$ cat src/rtl/tick_timer_pkg.sv
// Package: shared offsets, bit positions and control type for the tick timer.
// Assumes byte offsets up to 12 bits and a 32-bit data bus.
package tick_timer_pkg;

    localparam int unsigned DATA_W = 32;

    // Register byte offsets
    localparam logic [11:0] OFF_CTRL  = 12'h010;
    localparam logic [11:0] OFF_RELD  = 12'h014;
    localparam logic [11:0] OFF_CURR  = 12'h018;
    localparam logic [11:0] OFF_CALIB = 12'h01C;

    // Control/status bit positions
    localparam int unsigned BIT_EN   = 0;
    localparam int unsigned BIT_INT  = 1;
    localparam int unsigned BIT_SRC  = 2;
    localparam int unsigned BIT_FLAG = 16;

    typedef struct packed {
        logic flag;
        logic clksrc;
        logic tickint;
        logic en;
    } ctrl_t;

endpackage

$ cat src/rtl/tick_regs.sv
// Module: tick_regs
// Holds the control bits, the count flag and the reload value, and decides
// when the counter must load. Assumes the strobes are already decoded and are
// one cycle wide.
module tick_regs
    import tick_timer_pkg::*;
#(
    parameter int unsigned CNT_W = 24
) (
    input  logic             clk,
    input  logic             rst_n,
    input  logic             ctl_wr,
    input  logic             rld_wr,
    input  logic             cur_wr,
    input  logic             stat_rd,
    input  logic [CNT_W-1:0] wdata,
    input  logic             wrap,
    output ctrl_t            ctrl,
    output logic [CNT_W-1:0] reload,
    output logic             load_req
);

    logic reload_zero;

    // Load request: a current-value write, an enable rising edge, or a source change while running
    always_comb begin
        load_req = cur_wr;
        if (ctl_wr && wdata[BIT_EN]) begin
            if (!ctrl.en || (wdata[BIT_SRC] != ctrl.clksrc)) begin
                load_req = 1'b1;
            end
        end
    end

    assign reload_zero = (reload == '0);

    // Control bits: software writes win, otherwise auto-stop at a wrap with zero reload
    always_ff @(posedge clk) begin
        if (!rst_n) begin
            ctrl.en      <= 1'b0;
            ctrl.tickint <= 1'b0;
            ctrl.clksrc  <= 1'b0;
        end else if (ctl_wr) begin
            ctrl.en      <= wdata[BIT_EN];
            ctrl.tickint <= wdata[BIT_INT];
            ctrl.clksrc  <= wdata[BIT_SRC];
        end else if (wrap && reload_zero) begin
            ctrl.en      <= 1'b0;
        end
    end

    // Count flag: a wrap sets it and has priority over the read and write clears
    always_ff @(posedge clk) begin
        if (!rst_n) begin
            ctrl.flag <= 1'b0;
        end else if (wrap) begin
            ctrl.flag <= 1'b1;
        end else if (stat_rd || cur_wr) begin
            ctrl.flag <= 1'b0;
        end
    end

    // Reload register
    always_ff @(posedge clk) begin
        if (!rst_n) begin
            reload <= '0;
        end else if (rld_wr) begin
            reload <= wdata;
        end
    end

    assert_flag_set_R6: assert property (@(posedge clk) disable iff (!rst_n)
        wrap |=> ctrl.flag);

    assert_autostop_R7: assert property (@(posedge clk) disable iff (!rst_n)
        (wrap && reload_zero && !ctl_wr) |=> !ctrl.en);

    assert_reset_R10: assert property (@(posedge clk)
        !rst_n |=> (!ctrl.en && !ctrl.flag && reload == '0));

endmodule

$ cat src/rtl/tick_counter.sv
// Module: tick_counter
// The down-counter. It picks the tick source, decrements on selected ticks
// and reports a wrap when a tick arrives while it is at zero. A load has
// priority over counting.
module tick_counter #(
    parameter int unsigned CNT_W = 24
) (
    input  logic             clk,
    input  logic             rst_n,
    input  logic             en,
    input  logic             clksrc,
    input  logic             cpu_tick,
    input  logic             ref_tick,
    input  logic             load_req,
    input  logic [CNT_W-1:0] reload,
    output logic [CNT_W-1:0] cnt,
    output logic             wrap
);

    logic sel_tick;
    logic step;

    // Tick source select and step qualification
    always_comb begin
        sel_tick = clksrc ? cpu_tick : ref_tick;
        step     = en && sel_tick && !load_req;
        wrap     = step && (cnt == '0);
    end

    // Counter: load, wrap to the reload value, or decrement
    always_ff @(posedge clk) begin
        if (!rst_n) begin
            cnt <= '0;
        end else if (load_req) begin
            cnt <= reload;
        end else if (step) begin
            cnt <= (cnt == '0) ? reload : cnt - 1'b1;
        end
    end

    assert_load_R4: assert property (@(posedge clk) disable iff (!rst_n)
        load_req |=> (cnt == $past(reload)));

    assert_hold_R12: assert property (@(posedge clk) disable iff (!rst_n)
        (!load_req && !sel_tick) |=> $stable(cnt));

endmodule

$ cat src/rtl/tick_rdmux.sv
// Module: tick_rdmux
// Combinational read-data selection. Assumes a byte offset on a word-aligned
// grid. Unmapped offsets read zero.
module tick_rdmux
    import tick_timer_pkg::*;
#(
    parameter int unsigned CNT_W       = 24,
    parameter int unsigned ADDR_W      = 12,
    parameter logic [31:0] CALIB_VALUE = 32'h0000_2710
) (
    input  logic [ADDR_W-1:0] addr,
    input  ctrl_t             ctrl,
    input  logic [CNT_W-1:0]  reload,
    input  logic [CNT_W-1:0]  cnt,
    output logic [DATA_W-1:0] rdata
);

    localparam int unsigned PAD_W = DATA_W - CNT_W;

    logic [DATA_W-1:0] stat_word;

    // Build the control/status word at the fixed bit positions
    always_comb begin
        stat_word           = '0;
        stat_word[BIT_EN]   = ctrl.en;
        stat_word[BIT_INT]  = ctrl.tickint;
        stat_word[BIT_SRC]  = ctrl.clksrc;
        stat_word[BIT_FLAG] = ctrl.flag;
    end

    // Offset decode for reads
    always_comb begin
        if (addr == ADDR_W'(OFF_CTRL)) begin
            rdata = stat_word;
        end else if (addr == ADDR_W'(OFF_RELD)) begin
            rdata = {{PAD_W{1'b0}}, reload};
        end else if (addr == ADDR_W'(OFF_CURR)) begin
            rdata = ctrl.en ? {{PAD_W{1'b0}}, cnt} : '0;
        end else if (addr == ADDR_W'(OFF_CALIB)) begin
            rdata = CALIB_VALUE;
        end else begin
            rdata = '0;
        end
    end

endmodule

$ cat src/rtl/tick_timer.sv
// Module: tick_timer (top)
// A memory-mapped periodic down-counter with a count flag and a one-cycle
// interrupt request. Assumes single-cycle bus strobes and CNT_W below 32.
module tick_timer
    import tick_timer_pkg::*;
#(
    parameter int unsigned CNT_W       = 24,
    parameter int unsigned ADDR_W      = 12,
    parameter logic [31:0] CALIB_VALUE = 32'h0000_2710
) (
    input  logic              clk,
    input  logic              rst_n,
    input  logic [ADDR_W-1:0] bus_addr,
    input  logic              bus_wr,
    input  logic              bus_rd,
    input  logic [31:0]       bus_wdata,
    output logic [31:0]       bus_rdata,
    input  logic              cpu_tick,
    input  logic              ref_tick,
    output logic              tick_irq
);

    ctrl_t            ctrl;
    logic [CNT_W-1:0] reload;
    logic [CNT_W-1:0] cnt;
    logic             load_req;
    logic             wrap;
    logic             ctl_wr, rld_wr, cur_wr, stat_rd;
    logic             unused_hi;

    // Access decode
    always_comb begin
        ctl_wr  = bus_wr && (bus_addr == ADDR_W'(OFF_CTRL));
        rld_wr  = bus_wr && (bus_addr == ADDR_W'(OFF_RELD));
        cur_wr  = bus_wr && (bus_addr == ADDR_W'(OFF_CURR));
        stat_rd = bus_rd && (bus_addr == ADDR_W'(OFF_CTRL));
    end

    assign unused_hi = ^bus_wdata[31:CNT_W];

    tick_regs #(.CNT_W(CNT_W)) u_regs (
        .clk      (clk),
        .rst_n    (rst_n),
        .ctl_wr   (ctl_wr),
        .rld_wr   (rld_wr),
        .cur_wr   (cur_wr),
        .stat_rd  (stat_rd),
        .wdata    (bus_wdata[CNT_W-1:0]),
        .wrap     (wrap),
        .ctrl     (ctrl),
        .reload   (reload),
        .load_req (load_req)
    );

    tick_counter #(.CNT_W(CNT_W)) u_cnt (
        .clk      (clk),
        .rst_n    (rst_n),
        .en       (ctrl.en),
        .clksrc   (ctrl.clksrc),
        .cpu_tick (cpu_tick),
        .ref_tick (ref_tick),
        .load_req (load_req),
        .reload   (reload),
        .cnt      (cnt),
        .wrap     (wrap)
    );

    tick_rdmux #(
        .CNT_W       (CNT_W),
        .ADDR_W      (ADDR_W),
        .CALIB_VALUE (CALIB_VALUE)
    ) u_rd (
        .addr   (bus_addr),
        .ctrl   (ctrl),
        .reload (reload),
        .cnt    (cnt),
        .rdata  (bus_rdata)
    );

    // Interrupt request: one registered pulse per wrap when enabled
    always_ff @(posedge clk) begin
        if (!rst_n) begin
            tick_irq <= 1'b0;
        end else begin
            tick_irq <= wrap && ctrl.tickint;
        end
    end

    assert_irq_after_wrap_R6: assert property (@(posedge clk) disable iff (!rst_n)
        tick_irq |-> $past(wrap));

    assert_dis_reads_zero_R8: assert property (@(posedge clk) disable iff (!rst_n)
        (!ctrl.en && bus_addr == ADDR_W'(OFF_CURR)) |-> (bus_rdata == 32'h0));

endmodule

$ cat config.mk
export PLATFORM = sky130hd
export DESIGN_NAME = tick_timer
export DESIGN_NICKNAME = d
export VERILOG_FILES = /design/src/rtl/tick_timer_pkg.sv /design/src/rtl/tick_regs.sv /design/src/rtl/tick_counter.sv /design/src/rtl/tick_rdmux.sv /design/src/rtl/tick_timer.sv
export SDC_FILE = /design/constraint.sdc
export NUM_CORES = 1
export LEC_CHECK = 0
export BUFFER_PORTS_ARGS = -buffer_cell sky130_fd_sc_hd__buf_2
export CORE_MARGIN = 2
export CORE_UTILIZATION = 45
export DETAILED_ROUTE_END_ITERATION = 8
export PLACE_DENSITY = 0.71
export SLEW_MARGIN = 10
export SYNTH_ARGS = -nofsm -noshare
export SYNTH_HDL_FRONTEND = slang
export SYNTH_SLANG_ARGS = --single-unit
$ cat constraint.sdc
create_clock -name clk -period 2.21 [get_ports clk]
set_clock_uncertainty 0.2 [all_clocks]
set_input_delay 0.1105 -clock clk [delete_from_list [all_inputs] [get_ports clk]]
set_output_delay 0.1105 -clock clk [all_outputs]
set_load 0.05 [all_outputs]
==> Word level (Yosys, flattened, before mapping) <==
Index checks and enable logic that the tools add are counted.
{ "totals": {"reg_bits": 53, "elab_cells": 47} }
{ "classes": {"add_sub_neg": 1, "eq_ne": 5, "n_mux": 15, "reduce_logical": 19} }
{ "op_table": {"columns": ["op", "n"], "rows": [
  ["2-to-1 mux 24 bit", 4],
  ["2-to-1 mux 32 bit", 3],
  ["== test 12 x 5 -> 1 bit (second input constant)", 4],
  ["logical NOT 24 bit", 2],
  ["subtractor 24 x 1 -> 24 bit (second input constant)", 1],
  ["2-to-1 mux 14 bit", 1],
  ["logical AND 1 bit", 10],
  ["2-to-1 mux 1 bit", 7],
  ["nonzero test 2 bit", 3],
  ["logical NOT 1 bit", 2],
  ["logical OR 1 bit", 2],
  ["inequality test 1 bit", 1]
]} }

==> Depth between registers and ports, before layout <==
Gate-level depths: netlist of run 1.
{ "logic_depth": {"depth_word": 10, "depth_mapped": 10, "mapped_depth_nobuf": 8} }

==> Hierarchy <==
From an unflattened synthesis of run 1, not the netlist that was laid out.
{ "hier_totals": {"cells_unflattened": 411, "hier_area_um2": 3450.8} }
{ "modules_own_cells": {"columns": ["mod", "instances", "cells_per_inst", "area_per_inst_um2", "seq_area_each_um2"], "rows": [
  ["tick_counter", 1, 211, 1645.3, 480.5],
  ["tick_regs", 1, 102, 1159.9, 560.5],
  ["tick_rdmux", 1, 84, 540.5, 0.0],
  ["tick_timer", 1, 14, 105.1, 20.0]
]} }

==> Worst setup path before layout of run 1 <==
OpenSTA, ideal clock, no wires.
{ "synth_path": {"path_type": "reg2reg", "start": "reg u_cnt.cnt[13]", "end": "reg u_cnt.cnt[20]", "arrival_time_ns": 2.098, "required_ns": 1.893, "slack_ns": -0.205, "path_stages_with_launch": 9, "n_path_buf": 2, "cell_sequence": "dfxtp_1 > or4_1 > buf_2 > or2_4 > nor4_4 > buf_6 > o21ai_1 > a22o_1 > a22o_1"} }
{ "synth_between": {"elab_chain_len": 4, "elab_cells_between_ends": 5} }
{ "synth_rtl": {"columns": ["item", "line_no", "text"], "rows": [
  ["start: declaration", "tick_counter.sv:16", "output logic [CNT_W-1:0] cnt,"],
  ["start signal: assignment", "tick_counter.sv:35", "cnt <= reload;"],
  ["start signal: assignment", "tick_counter.sv:37", "cnt <= (cnt == '0) ? reload : cnt - 1'b1;"],
  ["subtractor 24 x 1 -> 24 bit or logical NOT 24 bit (tied branches)", "tick_counter.sv:37", null],
  ["2-to-1 mux 24 bit *", "tick_counter.sv:37", null],
  ["2-to-1 mux 24 bit *", "tick_counter.sv:36", "end else if (step) begin"],
  ["2-to-1 mux 24 bit *", "tick_counter.sv:34", "end else if (load_req) begin"]
]} }
Mark *: on every way between the ends. The rest lies on a longest branch, timed or not. The select of a mux whose other input is x is not followed.
A chain may end at the register's enable or synchronous reset.

==> Worst setup path after layout of run 1 <==
{ "layout_path": {"start": "reg u_cnt.cnt[16]", "end": "reg u_cnt.cnt[19]"} }
Same word-level chain as after synthesis.

==> results of run 1 <==
sequential cells by signal, summed over array words and instances, names as in the netlist:
register       count
tick_irq           1
u_cnt.cnt         24
u_regs.reload     24
u_regs.ctrl        4
cell usage in the layout, fill, tap and decap left out, types with 4 or more instances in the layout:
master / count
a21boi_0: 6
a21boi_1: 23
a21o_1: 4
a21oi_1: 22
a22o_1: 10
a22o_2: 10
buf_12: 5
buf_2: 60
buf_4: 59
buf_6: 10
clkbuf_4: 4
clkbuf_8: 5
conb_1: 8
dfxtp_1: 49
dfxtp_2: 4
dlygate4sd3_1: 26
inv_1: 6
mux2i_1: 5
nand2_1: 81
nand3_1: 9
nand4_1: 4
nor2_1: 15
nor3_1: 12
nor4_1: 17
o21a_1: 4
o21ai_0: 11
o21ai_1: 8
o22ai_1: 6
o2bb2ai_1: 5
critical path: cells and delay by family (launching register included):
family | cells | cell delay [ps]
AND/OR/NAND/NOR | 4 | 1120
buffers and inverters | 2 | 340
flip-flops | 1 | 320
AO/OA/AOI/OAI | 2 | 200
cells in the mapped netlist (5+ instances only):
library cell | n | area share, %
o2bb2ai_1 | 5 | 1.4
o21ai_1 | 8 | 1.3
nand3_1 | 9 | 1.4
inv_1 | 6 | 0.71
o22ai_1 | 6 | 1.2
nor3_1 | 13 | 2.0
nor2_1 | 17 | 2.0
o21ai_0 | 11 | 1.7
dfxtp_1 | 53 | 33
nand2_1 | 81 | 9.6
nor4_1 | 19 | 3.7
a21boi_1 | 23 | 5.4
buf_4 | 8 | 1.9
a22o_1 | 20 | 5.5
a21oi_1 | 23 | 3.6
mux2i_1 | 5 | 1.6
a21boi_0 | 6 | 1.4
clkbuf_1 | 22 | 2.6
path summary, 6_finish.rpt:
| path | end | slack, ps | cells past startpoint |
|---|---|---|---|
| worst max-delay path | u_cnt.cnt[19] | -50 | 8 |
| worst min-delay path | u_regs.ctrl[3] | 40 | 4 |
| worst max register to register | u_cnt.cnt[19] | -50 | 8 |
| worst min register to register | u_regs.reload[9] | 300 | 2 |
cell families (layout without fill, tap and decap cells):
family / Yosys count / count (layout)
and+or+nand+nor: 176 / 176
AOI/OAI and AO/OA: 128 / 128
buffers and inverters: 43 / 179
xor gates and xnor gates: 2 / 2
adders and majority gates: 2 / 2
other: 1 / 8
muxes: 6 / 6
DFF: 53 / 53
power by group through the flow:
stage | Sequential, uW | Clock (uW) | Combinational [uW]
floorplan | 977 | 0 | 74.5
global placement | 977 | 0 | 115
detailed placement | 977 | 0 | 116
CTS | 955 | 722 | 152
global route | 955 | 757 | 167
finish | 955 | 715 | 158
through the flow:
step                TNS [ps]  power (uW)
finish                -469.1        1828
global route           -2433        1879
CTS                   -273.2        1828
detailed placement     -1421        1093
global placement      -627.4        1091
floorplan             -429.8        1051
per-layer routing:
metal  GRT usage, %  up-vias
met3          4.053       23
li1               -     1773
met2          48.90      211
met4          8.264        0
met1          37.78     1754
met5              0        -
repair_timing:
item | CTS | global route
buffers inserted | 1 | 2
setup endpoints to repair | 26 | 42
pin swaps | 5 | 9
gates resized for setup | 8 | 26
endpoints found under the hold margin | 33 | 0
hold buffers | 26 | 0
final cells by class:
cell class / count / area [um2]
Inverter: 7 / 26.28
Timing Repair Buffer: 164 / 1246
Clock inverter: 3 / 50.05
Sequential cell: 53 / 1066
Fill cell: 580 / 2217
Clock buffer: 5 / 68.82
Multi-Input combinational cell: 322 / 2037
Tap cell: 96 / 120.1
==> reports/metrics.cfg, run 1 <==
[synth]
synth_xor_area_share_pct=0.5512
yosysWarnings=0
ys_seq_elements=53
synth_edf_count=0
synthMuxAreaShare_pct=1.929
synth_compound_area_share_pct=28.35
synth.distinct_cells=62
syn_area_per_cell_um2=7.732
syn-cell-area_mm2=0.003178
yosys.area_share.simple_pct=28.27
async_flop_share_pct=0
ys_seq_area_share_pct=33.39
synth_top_family_by_area=compound AO/OA/AOI/OAI gates
syn_inst=411
ys.flop_type=dfxtp_1
synth-adder-area-share_pct=0.7874

[worst_setup_path]
cp-end-kind=flip-flop
start_kind=flip-flop
cp_slowest_cell=or4_4
r2r-start=u_cnt.cnt[16]
critPathKind=reg2reg
critPathMaxStageDelay_ps=560
crit_required_ps=2260
startpoint=u_cnt.cnt[16]
cp_max_fo=13
worstPathCellList=or4_4 > or2_4 > nor4_4 > buf_4 > a21oi_2 > nor2b_4 > buf_12 > o2bb2ai_1
crit_arrival_ps=2310

[sta]
setup_ws_ps=-48.54
timing.hold.ws_ps=41.94
drv_slew=0
fin_crit_sh_pct=102.2
fmax_mhz=442.8
setup_viol=14
layout_min_cycle_time_ps=2259
rsz0062_at_grt=yes
hold_viol=0

[final_layout]
nets=605
fin_cells=650
layout-drive-gt1-share_pct=33.75
finish.utilization_pct=67.55
syn_to_final_growth_pct=45.20
diodes=0
fin_area_mm2=0.004614

[hold_path]
hp-start=bus_rd
min_path_type=in2reg

[route]
wl_met3_um=952
wl_met2_um=5284
via_count=3761
highest_layer=met4
wl_met1_um=4515
wirelength_um=10930
detail_route.wl_per_cell_um=16.82
viasPerCell=5.786
antenna_left=0
initialDrtViolationCount=354
drt_pass1_iterations=5
drt_drc_violations_left=0

[power_and_ir_drop]
p_per_area_mw_per_mm2=396.1
p_leak_uw=0.001985
p_sw_share_pct=24.49
p_switching_uw=447.5
seq_power_share_pct=52.2
clkPwrFrac_pct=39.1
peakVddDrop_mv=0.3456
internal_power_uw=1380
combPwrFrac_pct=8.7

[placement]
placed_area_mm2=0.004091
pre_cts_slack_ps=-105.9
dp_cells=613
place.port_buffers=66
gp_congestion=0.9252
hpwl_um=7769

[grt]
grt_start_max_net_pins=31
grt_usage_pct=28.64
grt_pass1_vias=3555
antenna_found_initial=0
grt.overflow.total=0
grt_pass1_wl_um=17370

[outcome]
status=finished with violations
violations=negative setup slack

[clock_tree]
clk_path_buf_depth=2
tritoncts=yes
cts.sink_count=53
clk_pin_slew_ps=110
numCtsBuffers=5
htree_levels=2
cts_root_buf=clkbuf_8
clk-insertion-delay-late_ps=320

[floorplanning]
fp.dieW_um=88.04
die_y_um=88.04
coreArea_mm2=0.006832
io_pins=83
fp-row-count=30
start_util_pct=46.52
die-area_mm2=0.007750

[job]
max_cap_viol_count=0

No activity file was read; power rests on OpenSTA's default activity.
==> inputs of run 2 (changes only) <==
--- a/config.mk
+++ b/config.mk
@@ -9,7 +9,8 @@
 export CORE_MARGIN = 2
 export CORE_UTILIZATION = 45
 export DETAILED_ROUTE_END_ITERATION = 8
-export PLACE_DENSITY = 0.71
+export PLACE_DENSITY = 0.69
+export SKIP_LAST_GASP = 1
 export SLEW_MARGIN = 10
 export SYNTH_ARGS = -nofsm -noshare
 export SYNTH_HDL_FRONTEND = slang
==> constraint.sdc (replaced) <==
create_clock -name clk -period 2.3 [get_ports clk]
set_clock_uncertainty 0.2 [all_clocks]
set_input_delay 0.115 -clock clk [delete_from_list [all_inputs] [get_ports clk]]
set_output_delay 0.115 -clock clk [all_outputs]
set_load 0.05 [all_outputs]
==> run 2 against run 1 <==
Effect of this change: the flow now finishes without violations; utilization shrank 3.2 points; via count shrank 3.9%; critical path depth is the same; clock power shrank 17%; sequential cell count is the same; die area is the same.
==> reports/metrics.cfg, run 2 (synthesis results as in run 1) <==
[outcome]
status=completed

[hold_path]
min_path_type=in2reg

[floorplanning]
fp.dieW_um=88.04
start_util_pct=46.52
die_y_um=88.04
io_pins=83
coreArea_mm2=0.006832
fp-row-count=30
die-area_mm2=0.007750

[sta]
fmax_mhz=436.7
layout_min_cycle_time_ps=2290
slew_headroom_pct=58.18
setup_viol=0
timing.hold.ws_ps=8.820
setup-tns-final_ps=0
drv_slew=0
hold_viol=0
rsz0062_at_grt=yes
worstMarginPinSlew_ps=621.6
fin_crit_sh_pct=99.56

[final_layout]
fill_cells=615
largestRegisters=u_cnt.cnt (24), u_regs.reload (24), u_regs.ctrl (4)
final_common_cell=nand2_1
layout-drive-gt1-share_pct=29.28
nets=594
diodes=0
syn_to_final_growth_pct=38.23
multi_input_area_mm2=0.001989
final_cell_mix=nand2_1 (81), buf_2 (66), buf_4 (55)
finish.utilization_pct=64.30
seqCellArea_mm2=0.001062

[worst_setup_path]
crit_required_ps=2380
start_kind=flip-flop
cp_max_fo=13
crit_arrival_ps=2370
cp_slowest_cell=or4_4
worstPathCellList=or4_4 > or2_4 > nor4_4 > buf_4 > a21oi_2 > nor2b_4 > buf_12 > a22o_1
critPathMaxStageDelay_ps=560
cp-end-kind=flip-flop
critPathKind=reg2reg

[route]
wirelength_um=10400
detail_route.wl_per_cell_um=16.27
initialDrtViolationCount=237
drt_pass1_iterations=5
viasPerCell=5.659
via_count=3616
drt_drc_violations_left=0
antenna_left=0

[clock_tree]
clk_path_buf_depth=2
cts_setup_buffers=0
clk_pin_slew_ps=110
clk-insertion-delay-late_ps=330
htree_levels=2
tritoncts=yes
numCtsBuffers=5
cts.sink_count=53
cts_root_buf=clkbuf_8

[grt]
grt_pass1_wl_um=17010
grt_pass1_vias=3448
grt.overflow.total=0
grt_start_max_net_pins=32
antenna_found_initial=0
grt_usage_pct=28.38

[power_and_ir_drop]
p_leak_uw=0.001878
peakVddDrop_mv=0.2837
total_power_uw=1656
p_per_area_mw_per_mm2=376.9

[placement]
gp_congestion=0.9424
hpwl_um=7581
place.port_buffers=66

[job]
max_cap_viol_count=0

run 2: changes by cell type in the layout (fill, tap and decap cells not counted), sizes merged:
cell    previous run  this run
buf              134       127
inv                8         9
bufinv             1         0
clkbuf             9         5
run 2: area by class of cell:
| type | instances | area share [%] |
|---|---|---|
| sequential | 53 | 24.18 |
| clock buffer | 5 | 1.567 |
| multi-input combinational | 322 | 45.29 |
| tap | 96 | 2.734 |
| timing repair buffer | 153 | 24.98 |
| inverter | 7 | 0.5981 |
| clock inverter | 3 | 0.6551 |
run 2: final timing paths:
path,from,to,slack (ps),depth (start not counted)
setup reg to reg,u_cnt.cnt[16],u_cnt.cnt[22],10,8
setup / recovery,u_cnt.cnt[16],u_cnt.cnt[22],10,8
hold reg to reg,u_regs.ctrl[1],tick_irq,260,2
hold / removal,bus_rd,u_regs.ctrl[3],9,4
run 2: per-layer routing:
layer | vias up | part of all wire [%] | GRT usage (%)
met1 | 1688 | 43 | 38.60
met4 | 0 | 2.5 | 9.917
met2 | 159 | 47 | 46.21
met3 | 19 | 7.9 | 3.959
li1 | 1750 | - | -
met5 | - | 0 | 0
run 2: where the power goes:
group,switching [uW],internal (uW)
combinational,74.8,71.7
clock,363,229
sequential,0.0856,917
total,438,1220
run 2: critical path, delay by kind of cell, from the launching register on:
kind,cells,cell delay [ps]
and+or+nand+nor,4,1160
AOI/OAI and AO/OA,2,220
buffers and inverters,2,330
DFF,1,340
run 2: what timing repair did:
action,CTS,global route
setup endpoints to repair,22,25
endpoints found under the hold margin,33,0
hold buffers,26,0
gates resized for setup,2,12
pin swaps,0,15
run 2: per-stage QoR:
step                instance area (um2)  setup slack, ps  instances
floorplan                          3233            16.01        418
global placement                   3994            7.250        605
detailed placement                 3994           -21.41        605
CTS                                4359            10.20        639
global route                       4393           -94.35        639
finish                             4393            10.04        639
==> inputs of run 3 (changes only) <==
--- a/config.mk
+++ b/config.mk
@@ -7,9 +7,9 @@
 export LEC_CHECK = 0
 export BUFFER_PORTS_ARGS = -buffer_cell sky130_fd_sc_hd__buf_2
 export CORE_MARGIN = 2
-export CORE_UTILIZATION = 45
+export CORE_UTILIZATION = 50
 export DETAILED_ROUTE_END_ITERATION = 8
-export PLACE_DENSITY = 0.69
+export PLACE_DENSITY = 0.75
 export SKIP_LAST_GASP = 1
 export SLEW_MARGIN = 10
 export SYNTH_ARGS = -nofsm -noshare
==> constraint.sdc (replaced) <==
create_clock -name clk -period 2.7 [get_ports clk]
set_clock_uncertainty 0.2 [all_clocks]
set_input_delay 0.135 -clock clk [delete_from_list [all_inputs] [get_ports clk]]
set_output_delay 0.135 -clock clk [all_outputs]
set_load 0.05 [all_outputs]
==> run 3 against run 2 <==
Effect of this change: clock power decreased by 15%; combinational power decreased by 18%; non-clock buffer count decreased by 36; sequential cell count unchanged; via count decreased by 1.9%; final area decreased by 8.0%; first-iteration DRC count increased by 41%; worst setup slack improved by 140 ps; utilization increased by 0.43 points; critical path depth decreased by 1; critical path type unchanged; largest cell class unchanged; largest power group unchanged.
==> reports/metrics.cfg, run 3 (synthesis results as in run 1) <==
[floorplanning]
fp-row-count=29
start_util_pct=50.92
coreArea_mm2=0.006241
fp.dieW_um=83.73
io_pins=83
die-area_mm2=0.007010
die_y_um=83.73

[clock_tree]
cts_root_buf=clkbuf_8
tritoncts=yes
numCtsBuffers=5
clk_path_buf_depth=2
cts.sink_count=53
htree_levels=2
clk-insertion-delay-late_ps=330
clk_pin_slew_ps=120

[worst_setup_path]
worstPathCellList=or4_1 > or2_4 > nor4_4 > buf_4 > o21ai_1 > a22o_1 > a22o_1
cpLargestDelayFamily=simple AND/OR/NAND/NOR gates
crit_top_cell=a22o_1
cp-end-kind=flip-flop
cp_slowest_cell=or4_1
critPathKind=reg2reg
crit_arrival_ps=2590
crit_required_ps=2730
critPathMaxStageDelay_ps=620
cp_num_buf_inv=1
start_kind=flip-flop
cp_max_fo=5

[grt]
grt_use_met3_pct=4.154
grt_pass1_wl_um=16130
antenna_found_initial=0
grt-busiest-layer=met2
grt.overflow.total=0
grt_usage_pct=28.11
use_met2_pct=46.40
grt_pass1_vias=3315
use_met1_pct=37.14
grt_start_max_net_pins=41

[job]
max_cap_viol_count=0

[route]
initialDrtViolationCount=335
via_count=3547
antenna_left=0
drt_pass1_iterations=5
viasPerCell=6.074
wirelength_um=9822
drt_drc_violations_left=0
detail_route.wl_per_cell_um=16.82

[power_and_ir_drop]
clkPwrFrac_pct=35.8
p_leak_uw=0.001678
p_per_area_mw_per_mm2=347.3
seq_power_share_pct=55.7
combPwrFrac_pct=8.5
p_sw_share_pct=26.33
p_switching_uw=369.4
peakVddDrop_mv=0.3024
internal_power_uw=1034

[hold_path]
min_path_type=in2reg

[placement]
hpwl_um=6889
place.port_buffers=66
gp_congestion=0.9567

[sta]
fin_crit_sh_pct=94.51
drv_slew=0
worstMarginPinSlew_ps=642.3
setup_viol=0
timing.hold.ws_ps=76.86
fmax_mhz=391.9
hold_viol=0
rsz0062_at_grt=no
setup-tns-final_ps=0
slew_headroom_pct=57.18
layout_min_cycle_time_ps=2552

[final_layout]
final_common_cell=nand2_1
diodes=0
layout-drive-gt1-share_pct=23.08
nets=558
final_cell_mix=nand2_1 (81), buf_2 (66), dfxtp_1 (53)
fill_cells=549
largestRegisters=u_cnt.cnt (24), u_regs.reload (24), u_regs.ctrl (4)
syn_to_final_growth_pct=27.13

[outcome]
status=completed

[run 3: cell count changes in the layout (fill, tap and decap cells not counted), sizes merged]
cell,before,now
dlygate4sd3,26,25
buf,127,92
[run 3: worst min-delay path, stage by stage]
cell      delay, ps
buf_2            90
mux2i_1          60
o31ai_1         210
a21boi_1         60
[run 3: what timing repair did]
item	CTS	global route
buffers inserted	0	3
hold endpoints to repair	27	0
endpoints found under the setup margin	0	15
resized for setup	0	4
hold buffers	25	0
[run 3: power groups by stage]
stage / sequential [uW] / combinational, uW / clock (uW)
finish: 781 / 120 / 502
CTS: 781 / 118 / 508
detailed placement: 799 / 89.9 / 0
floorplan: 799 / 61.0 / 0
global placement: 799 / 87.8 / 0
global route: 782 / 129 / 533
[run 3: area by class of cell]
cell class | instances | area (um2) | area share, %
Multi-Input combinational cell | 322 | 1958 | 48.47
Sequential cell | 53 | 1061 | 26.26
Inverter | 7 | 26.28 | 0.6504
Clock inverter | 3 | 28.78 | 0.7123
Timing Repair Buffer | 117 | 800.8 | 19.82
Clock buffer | 5 | 68.82 | 1.703
Tap cell | 77 | 96.34 | 2.385
[run 3: through the flow]
stage / std cells / setup slack [ps] / total power, uW / util, % / area, um2
2_1_floorplan: 418 / 285.4 / 860.3 / - / 3204
3_3_place_gp: 548 / 140.4 / 887.2 / 58.28 / 3637
3_5_place_dp: 548 / 115.8 / 889.2 / 58.28 / 3637
4_1_cts: 581 / 94.19 / 1407 / 63.85 / 3985
5_1_grt: 584 / 26.24 / 1443 / 64.74 / 4040
6_report: 584 / 148.3 / 1403 / 64.74 / 4040
[run 3: worst paths after layout]
path                                startpoint        endpoint  slack (ps)  cells after the start
worst max register to register   u_cnt.cnt[13]   u_cnt.cnt[20]         150                      7
worst max-delay path             u_cnt.cnt[13]   u_cnt.cnt[20]         150                      7
worst min-delay path                    bus_rd  u_regs.ctrl[3]          80                      4
worst min register to register  u_regs.ctrl[1]        tick_irq         270                      2
[run 3: metal layers]
metal / part of all wire [%] / vias to the layer above
li1: - / 1682
met1: 41 / 1678
met2: 48 / 165
met3: 8.3 / 22
met4: 2.2 / 0
met5: 0 / -
